File: src/rtl/sdac_pkg.sv
package sdac_pkg;

    typedef enum logic [1:0] {
        ST_IDLE  = 2'd0,
        ST_SHIFT = 2'd1,
        ST_DONE  = 2'd2
    } shift_state_e;

    localparam logic [1:0] PD_NORMAL = 2'b00;
    localparam int         MODE_W    = 2;

    function automatic int frame_len(input int code_w);
        return (code_w <= 14) ? 16 : 24;
    endfunction

endpackage

File: src/rtl/sdac_sync.sv
module sdac_sync #(
    parameter int               WIDTH     = 1,
    parameter int               STAGES    = 2,
    parameter logic [WIDTH-1:0] RESET_VAL = '0
) (
    input  logic             clk,
    input  logic             rst_n,
    input  logic [WIDTH-1:0] in_i,
    output logic [WIDTH-1:0] lvl_o,
    output logic [WIDTH-1:0] prev_o
);
    logic [STAGES:0][WIDTH-1:0] stg_q;

    always_ff @(posedge clk or negedge rst_n) begin
        if (!rst_n) begin
            stg_q <= {(STAGES+1){RESET_VAL}};
        end else begin
            stg_q <= {stg_q[STAGES-1:0], in_i};
        end
    end

    assign lvl_o  = stg_q[STAGES-1];
    assign prev_o = stg_q[STAGES];
endmodule

File: src/rtl/sdac_shifter.sv
module sdac_shifter
    import sdac_pkg::*;
#(
    parameter int FRAME_W = 24,
    parameter int KEEP_W  = 18
) (
    input  logic              clk,
    input  logic              rst_n,
    input  logic              frame_lvl_i,
    input  logic              sclk_fall_i,
    input  logic              sdata_i,
    output logic              commit_o,
    output logic [KEEP_W-1:0] word_o
);
    localparam int CNT_W = $clog2(FRAME_W + 1);
    localparam int PAD_W = FRAME_W - KEEP_W;
    localparam logic [CNT_W-1:0] LAST_C = CNT_W'(FRAME_W - 1);
    localparam logic [CNT_W-1:0] KEEP_C = CNT_W'(KEEP_W);

    typedef struct packed {
        shift_state_e      state;
        logic [CNT_W-1:0]  cnt;
        logic [KEEP_W-1:0] sreg;
    } shift_t;

    shift_t cur_q, nxt_d;
    logic   commit_d;

    always_comb begin
        nxt_d    = cur_q;
        commit_d = 1'b0;
        unique case (cur_q.state)
            ST_IDLE: begin
                if (!frame_lvl_i) begin
                    nxt_d.state = ST_SHIFT;
                    nxt_d.cnt   = '0;
                    nxt_d.sreg  = '0;
                    if (sclk_fall_i) begin
                        nxt_d.sreg = {{(KEEP_W-1){1'b0}}, sdata_i};
                        nxt_d.cnt  = CNT_W'(1);
                    end
                end
            end
            ST_SHIFT: begin
                if (sclk_fall_i && cur_q.cnt == LAST_C) begin
                    commit_d    = 1'b1;
                    nxt_d.state = ST_DONE;
                end else if (frame_lvl_i) begin
                    nxt_d.state = ST_IDLE;
                end else if (sclk_fall_i) begin
                    nxt_d.cnt = cur_q.cnt + CNT_W'(1);
                    if (cur_q.cnt < KEEP_C) begin
                        nxt_d.sreg = {cur_q.sreg[KEEP_W-2:0], sdata_i};
                    end
                end
            end
            default: begin
                if (frame_lvl_i) begin
                    nxt_d.state = ST_IDLE;
                end
            end
        endcase
    end

    always_ff @(posedge clk or negedge rst_n) begin
        if (!rst_n) begin
            cur_q <= '{state: ST_IDLE, cnt: '0, sreg: '0};
        end else begin
            cur_q <= nxt_d;
        end
    end

    assign commit_o = commit_d;

    generate
        if (PAD_W == 0) begin : g_no_pad
            assign word_o = {cur_q.sreg[KEEP_W-2:0], sdata_i};
        end else begin : g_pad
            assign word_o = cur_q.sreg;
        end
    endgenerate
endmodule

File: src/rtl/sdac_front.sv
module sdac_front
    import sdac_pkg::*;
#(
    parameter int CODE_W      = 16,
    parameter int SYNC_STAGES = 2
) (
    input  logic              clk,
    input  logic              rst_n,
    input  logic              frame_n_i,
    input  logic              sclk_i,
    input  logic              sdata_i,
    output logic [CODE_W-1:0] code_o,
    output logic [1:0]        pd_mode_o,
    output logic              conv_en_o,
    output logic              update_o
);
    localparam int FRAME_W = frame_len(CODE_W);
    localparam int KEEP_W  = MODE_W + CODE_W;

    typedef struct packed {
        logic [CODE_W-1:0] code;
        logic [1:0]        mode;
        logic              conv_en;
        logic              update;
    } out_t;

    logic [2:0]        pin_lvl, pin_prev;
    logic              frame_lvl, sclk_fall, data_lvl;
    logic              commit;
    logic [KEEP_W-1:0] word;
    out_t              out_q, out_d;

    sdac_sync #(
        .WIDTH     (3),
        .STAGES    (SYNC_STAGES),
        .RESET_VAL (3'b100)
    ) u_sync (
        .clk    (clk),
        .rst_n  (rst_n),
        .in_i   ({frame_n_i, sclk_i, sdata_i}),
        .lvl_o  (pin_lvl),
        .prev_o (pin_prev)
    );

    assign frame_lvl = pin_lvl[2];
    assign sclk_fall = pin_prev[1] & ~pin_lvl[1];
    assign data_lvl  = pin_lvl[0];

    sdac_shifter #(
        .FRAME_W (FRAME_W),
        .KEEP_W  (KEEP_W)
    ) u_shift (
        .clk         (clk),
        .rst_n       (rst_n),
        .frame_lvl_i (frame_lvl),
        .sclk_fall_i (sclk_fall),
        .sdata_i     (data_lvl),
        .commit_o    (commit),
        .word_o      (word)
    );

    always_comb begin
        out_d        = out_q;
        out_d.update = 1'b0;
        if (commit) begin
            out_d.mode    = word[KEEP_W-1 -: 2];
            out_d.code    = word[CODE_W-1:0];
            out_d.conv_en = (word[KEEP_W-1 -: 2] == PD_NORMAL);
            out_d.update  = 1'b1;
        end
    end

    always_ff @(posedge clk or negedge rst_n) begin
        if (!rst_n) begin
            out_q <= '{code: '0, mode: PD_NORMAL, conv_en: 1'b1, update: 1'b0};
        end else begin
            out_q <= out_d;
        end
    end

    assign code_o    = out_q.code;
    assign pd_mode_o = out_q.mode;
    assign conv_en_o = out_q.conv_en;
    assign update_o  = out_q.update;
endmodule

File: config.mk
export PLATFORM = sky130hd
export DESIGN_NAME = sdac_front
export DESIGN_NICKNAME = d
export VERILOG_FILES = /design/src/rtl/sdac_pkg.sv /design/src/rtl/sdac_sync.sv /design/src/rtl/sdac_shifter.sv /design/src/rtl/sdac_front.sv
export SDC_FILE = /design/constraint.sdc
export NUM_CORES = 1
export LEC_CHECK = 0
export ABC_AREA = 1
export BUFFER_PORTS_ARGS = -buffer_cell sky130_fd_sc_hd__buf_2
export CORE_ASPECT_RATIO = 0.8
export CORE_UTILIZATION = 50
export CTS_CLUSTER_DIAMETER = 150
export DETAILED_ROUTE_END_ITERATION = 16
export GPL_TIMING_DRIVEN = 0
export PLACE_DENSITY = 0.78
export SYNTH_ARGS = -nofsm -noshare
export SYNTH_HDL_FRONTEND = slang
export SYNTH_SLANG_ARGS = --single-unit
File: constraint.sdc
create_clock -name clk -period 1.3 [get_ports clk]
set_input_delay 0.26 -clock clk [delete_from_list [all_inputs] [get_ports clk]]
set_output_delay 0.26 -clock clk [all_outputs]
set_load 0.03 [all_outputs]
==> impl_metrics.yaml, run 1 <==
cts:
  worst_skew_pair.late_latency_ns: 0.32
  root_buffer: "clkbuf_8"
  htree_num_levels: 2
  clk_pin_slew_worst_paths_ns: 0.09
  cts_buffers: 5
  cts_tree: "yes"
  ctsHoldBuffers: 0
  cts.sinks: 52
  clockBufferDepth: 2
min_path:
  hp-class: "in2reg"
placed_design:
  gp_congestion: 0.860
  dp_hpwl_um: 2880
  port_buffers: 24
  place_ws_ns: -0.279
  dp.cells: 337
setup_path:
  critPathLaunchType: "flop"
  cp_max_fo: 6
  endpoint_kind: "flop"
  required_ns: 1.51
  criticalPathCategory: "reg2reg"
  arrival_ns: 1.63
global_routing:
  track_usage_pct: 24.2
  antenna_found_initial: 0
  overflow: 0
  grt_max_degree: 53
  grt_first_pass_wirelength_um: 8400
  grt_pass1_vias: 1731
final_layout:
  stdcell_count: 373
  layout-drive-gt1-share_pct: 43.0
  num_antenna_cells: 0
  nNetsFinal: 321
  syn2layout_area_growth_pct: 39.8
routing:
  via_per_inst: 5.45
  vias: 2033
  firstDrtPassIters: 5
  ant_nets: 0
  finalWirelength_um: 5760
  drt_iter0_markers: 309
  wire_per_inst_um: 15.4
  drc: 0
sta:
  final-setup-viol-count: 42
  worst_slew_pin_slew_ns: 1.11
  rsz0062_at_grt: "true"
  max_slew_margin_pct: 26.3
  tns_ns: -2.92
  fin_crit_sh_pct: 109
  final_max_slew_viol_count: 0
  holdWs_ns: 0.0370
  fin_crit_ns: 1.42
  skew_ns: 0.00974
  setup_ws_ns: -0.116
  hold_viol_final: 0
  timing.fmax_mhz: 706
logic_synthesis:
  yosysWarnings: 0
  ys_ff_latch: 52
  netlist_area_um2: 2210
  synth.net_count: 262
  postSynthAreaPerCell_um2: 8.64
  ys_types: 22
  postSynthCellCount: 256
  yosysSeqAreaShare_pct: 59.0
outcome:
  status: "complete, but fails checks"
  violations: "negative setup slack"
floorplan:
  rows: 21
  die-width_um: 76.4
  fp.dieH_um: 61.5
  core_um2: 4200
  pin_count: 25
  die_area_um2: 4700
  start_util_pct: 52.6
power_and_ir_drop:
  power.density_nw_per_um2: 1020
  p_leak_nw: 1.58
  ir_drop_mv: 0.798
run:
  cap_violations: 0
## per-layer routing
layer | track usage, % | wire length, um | up-vias
met4 | 10.4 | 162 | 0
li1 | - | - | 927
met1 | 34.4 | 2590 | 983
met2 | 36.9 | 2690 | 99
met3 | 4.74 | 317 | 24
met5 | 0 | 0 | -
## final cells by class
class | count | area (um^2)
sequential | 52 | 1310
fill | 282 | 1110
multi-input combinational | 167 | 997
timing repair buffer | 52 | 384
buffer | 9 | 113
inverter | 28 | 110
clock buffer | 6 | 72.6
tap | 57 | 71.3
clock inverter | 2 | 35.0
## layout by cell type, fill, tap and decap left out
cell type / Yosys / final
inv_2: 0 / 2
nand2_8: 0 / 1
clkinv_2: 0 / 1
nand3_2: 0 / 1
clkbuf_8: 0 / 6
nor2_1: 29 / 25
a21boi_0: 1 / 1
a21oi_2: 0 / 2
nor3b_1: 1 / 1
clkbuf_16: 0 / 1
bufinv_16: 0 / 1
o21ai_2: 0 / 14
clkbuf_2: 0 / 2
nand2_1: 75 / 46
nand3_1: 26 / 25
a21oi_1: 3 / 1
dfrtp_2: 0 / 4
buf_6: 1 / 4
nand2_4: 0 / 7
clkbuf_1: 6 / 1
o21ai_0: 21 / 1
inv_1: 28 / 24
inv_4: 0 / 2
buf_4: 1 / 23
buf_8: 0 / 5
dfstp_2: 3 / 3
nor2_4: 1 / 5
nand3_4: 1 / 1
o21ai_1: 0 / 6
ha_4: 0 / 1
nand2_2: 1 / 23
buf_2: 2 / 23
buf_12: 0 / 2
nand4_1: 3 / 3
nor3_4: 0 / 1
a21oi_4: 1 / 1
dfrtp_1: 49 / 45
nand3b_1: 1 / 1
## state kept, by name, summed over array words and instances (netlist names)
register,flops
u_shift.word_o,18
code_o,16
u_shift.cur_q,7
u_sync.lvl_o,3
u_sync.stg_q,3
pd_mode_o,2
conv_en_o,1
u_sync.prev_o,1
update_o,1
## final timing paths
check / start / end / slack [ns] / cells after the start
hold / removal: frame_n_i / u_sync.stg_q[2] / 0.04 / 1
min in group asynchronous: rst_n / code_o[15] / 0.15 / 1
setup reg to reg: u_shift.cur_q[20] / u_shift.word_o[9] / -0.12 / 7
setup / recovery: u_shift.cur_q[20] / u_shift.word_o[9] / -0.12 / 7
hold reg to reg: u_sync.stg_q[0] / u_sync.lvl_o[0] / 0.35 / 0
max in group asynchronous: rst_n / u_shift.cur_q[24] / 0.40 / 1
## synth_stat cells (all sizes together)
master / count / area, um^2
nor2: 30 / 120
nor3: 1 / 5.00
nand3: 27 / 148
ha: 1 / 12.5
dfstp: 3 / 78.8
nand2: 76 / 288
a21boi: 1 / 7.51
nor3b: 1 / 7.51
dfrtp: 49 / 1230
inv: 28 / 105
o21ai: 21 / 105
nand4: 3 / 18.8
buf: 4 / 28.8
clkbuf: 6 / 22.5
a21oi: 4 / 31.3
nand3b: 1 / 7.51
## logic make-up after synthesis
logic type | Yosys count | synth area share, %
AOI/OAI and AO/OA | 26 | 6.50
adders and majority gates | 1 | 0.566
buffers and inverters | 38 | 7.07
DFF | 52 | 59.0
and+or+nand+nor | 139 | 26.9
## power breakdown
group	total [mW]	internal [mW]	switching (mW)
sequential	1.70	1.66	0.0420
combinational	0.347	0.144	0.202
clock	1.10	0.572	0.528
## worst max-delay path, cell delays in order, from the launching register on
cell,delay [ns]
dfrtp_2,0.47
inv_1,0.07
nand3b_1,0.19
nand2_2,0.16
nand3_4,0.13
buf_6,0.16
nand2_1,0.07
nand2_1,0.06
## through the flow
stage                     instance area, um^2  util, %  total power [mW]
after CTS                                2870     68.3              3.10
after global placement                   2440     58.1              1.94
after floorplan                          2250        -              1.86
after global routing                     3090     73.6              3.26
after detailed placement                 2440     58.1              1.94
final                                    3090     73.6              3.15
## what timing repair did
action / in CTS / in global routing
resized for setup: 50 / 63
endpoints found under the hold margin: 0 / 0
pin swaps: 11 / 12
gates cloned: 5 / 0
setup buffers: 15 / 10
setup endpoints to repair: 43 / 45
(Power assumes the default switching activity.)
==> run 2: changes to the inputs <==
--- a/config.mk
+++ b/config.mk
@@ -7,12 +7,14 @@
 export LEC_CHECK = 0
 export ABC_AREA = 1
 export BUFFER_PORTS_ARGS = -buffer_cell sky130_fd_sc_hd__buf_2
+export CELL_PAD_IN_SITES_DETAIL_PLACEMENT = 0
+export CELL_PAD_IN_SITES_GLOBAL_PLACEMENT = 1
 export CORE_ASPECT_RATIO = 0.8
-export CORE_UTILIZATION = 50
+export CORE_UTILIZATION = 39
 export CTS_CLUSTER_DIAMETER = 150
 export DETAILED_ROUTE_END_ITERATION = 16
 export GPL_TIMING_DRIVEN = 0
-export PLACE_DENSITY = 0.78
+export PLACE_DENSITY = 0.79
 export SYNTH_ARGS = -nofsm -noshare
 export SYNTH_HDL_FRONTEND = slang
 export SYNTH_SLANG_ARGS = --single-unit
==> impl_metrics.yaml, run 2 (same netlist as run 1, synthesis figures left out) <==
setup_path:
  crit_slowest_cell: "dfrtp_1"
  arrival_ns: 1.59
  crit_path_cell_trace: "ha_4 > nand2_4 > nor2_4 > nand2_8 > clkbuf_16 > nand4_1 > nand2_1"
  criticalPathCategory: "reg2reg"
  rr_worst_depth: 7
  critPathLaunchType: "flop"
  crit_path_end: "u_shift.cur_q[19]"
  endpoint_kind: "flop"
  r2r_start: "u_shift.cur_q[19]"
  r2r_end: "u_shift.cur_q[19]"
  r2r_slack_ns: -0.08
  required_ns: 1.51
  crit_start: "u_shift.cur_q[19]"
  cp_max_fo: 5
  max_stage_delay_ns: 0.43
cts:
  root_buffer: "clkbuf_8"
  ctsHoldBuffers: 0
  cts.sinks: 52
  clk_pin_slew_worst_paths_ns: 0.09
  cts_buffers: 5
  htree_num_levels: 2
  clockBufferDepth: 2
  worst_skew_pair.late_latency_ns: 0.31
  cts_tree: "yes"
placed_design:
  dp_hpwl_um: 2940
  port_buffers: 24
  gp_congestion: 0.765
floorplan:
  start_util_pct: 40.5
  pin_count: 25
  die-width_um: 86.2
  fp.dieH_um: 69.4
  rows: 24
  die_area_um2: 5980
  core_um2: 5470
routing:
  drc: 0
  ant_nets: 0
  via_per_inst: 4.72
  vias: 1831
  met3_length_um: 166
  met2WireLength_um: 2320
  route.top_layer_used: "met4"
  firstDrtPassIters: 4
  drt_iter0_markers: 107
  finalWirelength_um: 5190
  wire_per_inst_um: 13.4
  wl_met1_um: 2640
sta:
  holdWs_ns: 0.0407
  timing.fmax_mhz: 725
  rsz0062_at_grt: "true"
  final-setup-viol-count: 42
  worst_slew_pin_slew_ns: 1.14
  final_max_slew_viol_count: 0
  fin_crit_ns: 1.38
  max_slew_margin_pct: 23.8
  setup_ws_ns: -0.0791
  hold_viol_final: 0
  fin_crit_sh_pct: 106
  skew_ns: 0.0127
final_layout:
  final_common_cell: "dfrtp_1"
  nNetsFinal: 315
  layout-drive-gt1-share_pct: 41.0
  final_cell_mix: "dfrtp_1, nand2_1, nand2_2"
  final_util_pct: 56.6
  syn2layout_area_growth_pct: 39.9
  num_antenna_cells: 0
  largest_register_ffs: 18
global_routing:
  track_usage_pct: 19.0
  grt_pass1_vias: 1834
  grt_max_degree: 53
  overflow: 0
  grt_first_pass_wirelength_um: 8780
  antenna_found_initial: 0
outcome:
  status: "complete, but fails checks"
  violations: "negative setup slack"
min_path:
  hp-class: "in2reg"
run:
  cap_violations: 0
power_and_ir_drop:
  p_leak_nw: 1.54
  ir_drop_mv: 0.685
  finalPower_mw: 3.37
  power.density_nw_per_um2: 1090
run 2: per-layer routing:
layer | track usage, % | vias to the layer above
met5 | 0 | -
met3 | 3.69 | 8
met4 | 6.11 | 0
li1 | - | 910
met2 | 28.8 | 32
met1 | 27.5 | 881
run 2: worst max-delay path, delay by kind of cell, from the launching register on:
kind                       cells  cell delay, ns
adders and majority gates      1            0.18
DFF                            1            0.43
and+or+nand+nor                5            0.50
buffers and inverters          1            0.17
run 2: power breakdown:
part	switching, mW	leakage (nW)	total (mW)	internal (mW)
logic	0.202	0.777	0.353	0.151
registers	0.0402	0.694	1.70	1.66
clock network	0.545	0.0654	1.31	0.770
run 2: area by class of cell:
class / count / area (um^2)
Inverter: 28 / 108
Clock buffer: 6 / 72.6
Tap cell: 78 / 97.6
Fill cell: 508 / 2370
Sequential cell: 52 / 1310
Clock inverter: 2 / 60.1
Multi-Input combinational cell: 167 / 1000
Buffer: 9 / 114
Timing Repair Buffer: 46 / 330
run 2: worst min path at each step:
stage / start / endpoint / slack [ns] / depth (start not counted)
global route: frame_n_i / u_sync.stg_q[2] / 0.03 / 1
floorplan: rst_n / code_o[0] / -0.04 / 0
finish: frame_n_i / u_sync.stg_q[2] / 0.04 / 1
CTS: frame_n_i / u_sync.stg_q[2] / 0.03 / 1
global placement: u_sync.stg_q[0] / u_sync.lvl_o[0] / 0.33 / 0
detailed placement: u_sync.stg_q[0] / u_sync.lvl_o[0] / 0.33 / 0
run 2: stage by stage:
step           worst slack [ns]  TNS (ns)  cells  instance area (um^2)
5_1_grt                  -0.136     -4.37    388                  3090
3_5_place_dp             -0.278     -9.42    358                  2470
3_3_place_gp             -0.270     -9.05    358                  2470
4_1_cts                 -0.0409    -0.498    382                  2910
2_1_floorplan           -0.0229    -0.229    256                  2250
6_report                -0.0791     -1.71    388                  3090
run 2: what timing repair did:
| action | in CTS | in global routing |
|---|---|---|
| gates cloned | 3 | 2 |
| setup buffers | 14 | 4 |
| gates resized for setup | 57 | 54 |
| setup endpoints to repair | 44 | 43 |
| pin swaps | 10 | 4 |
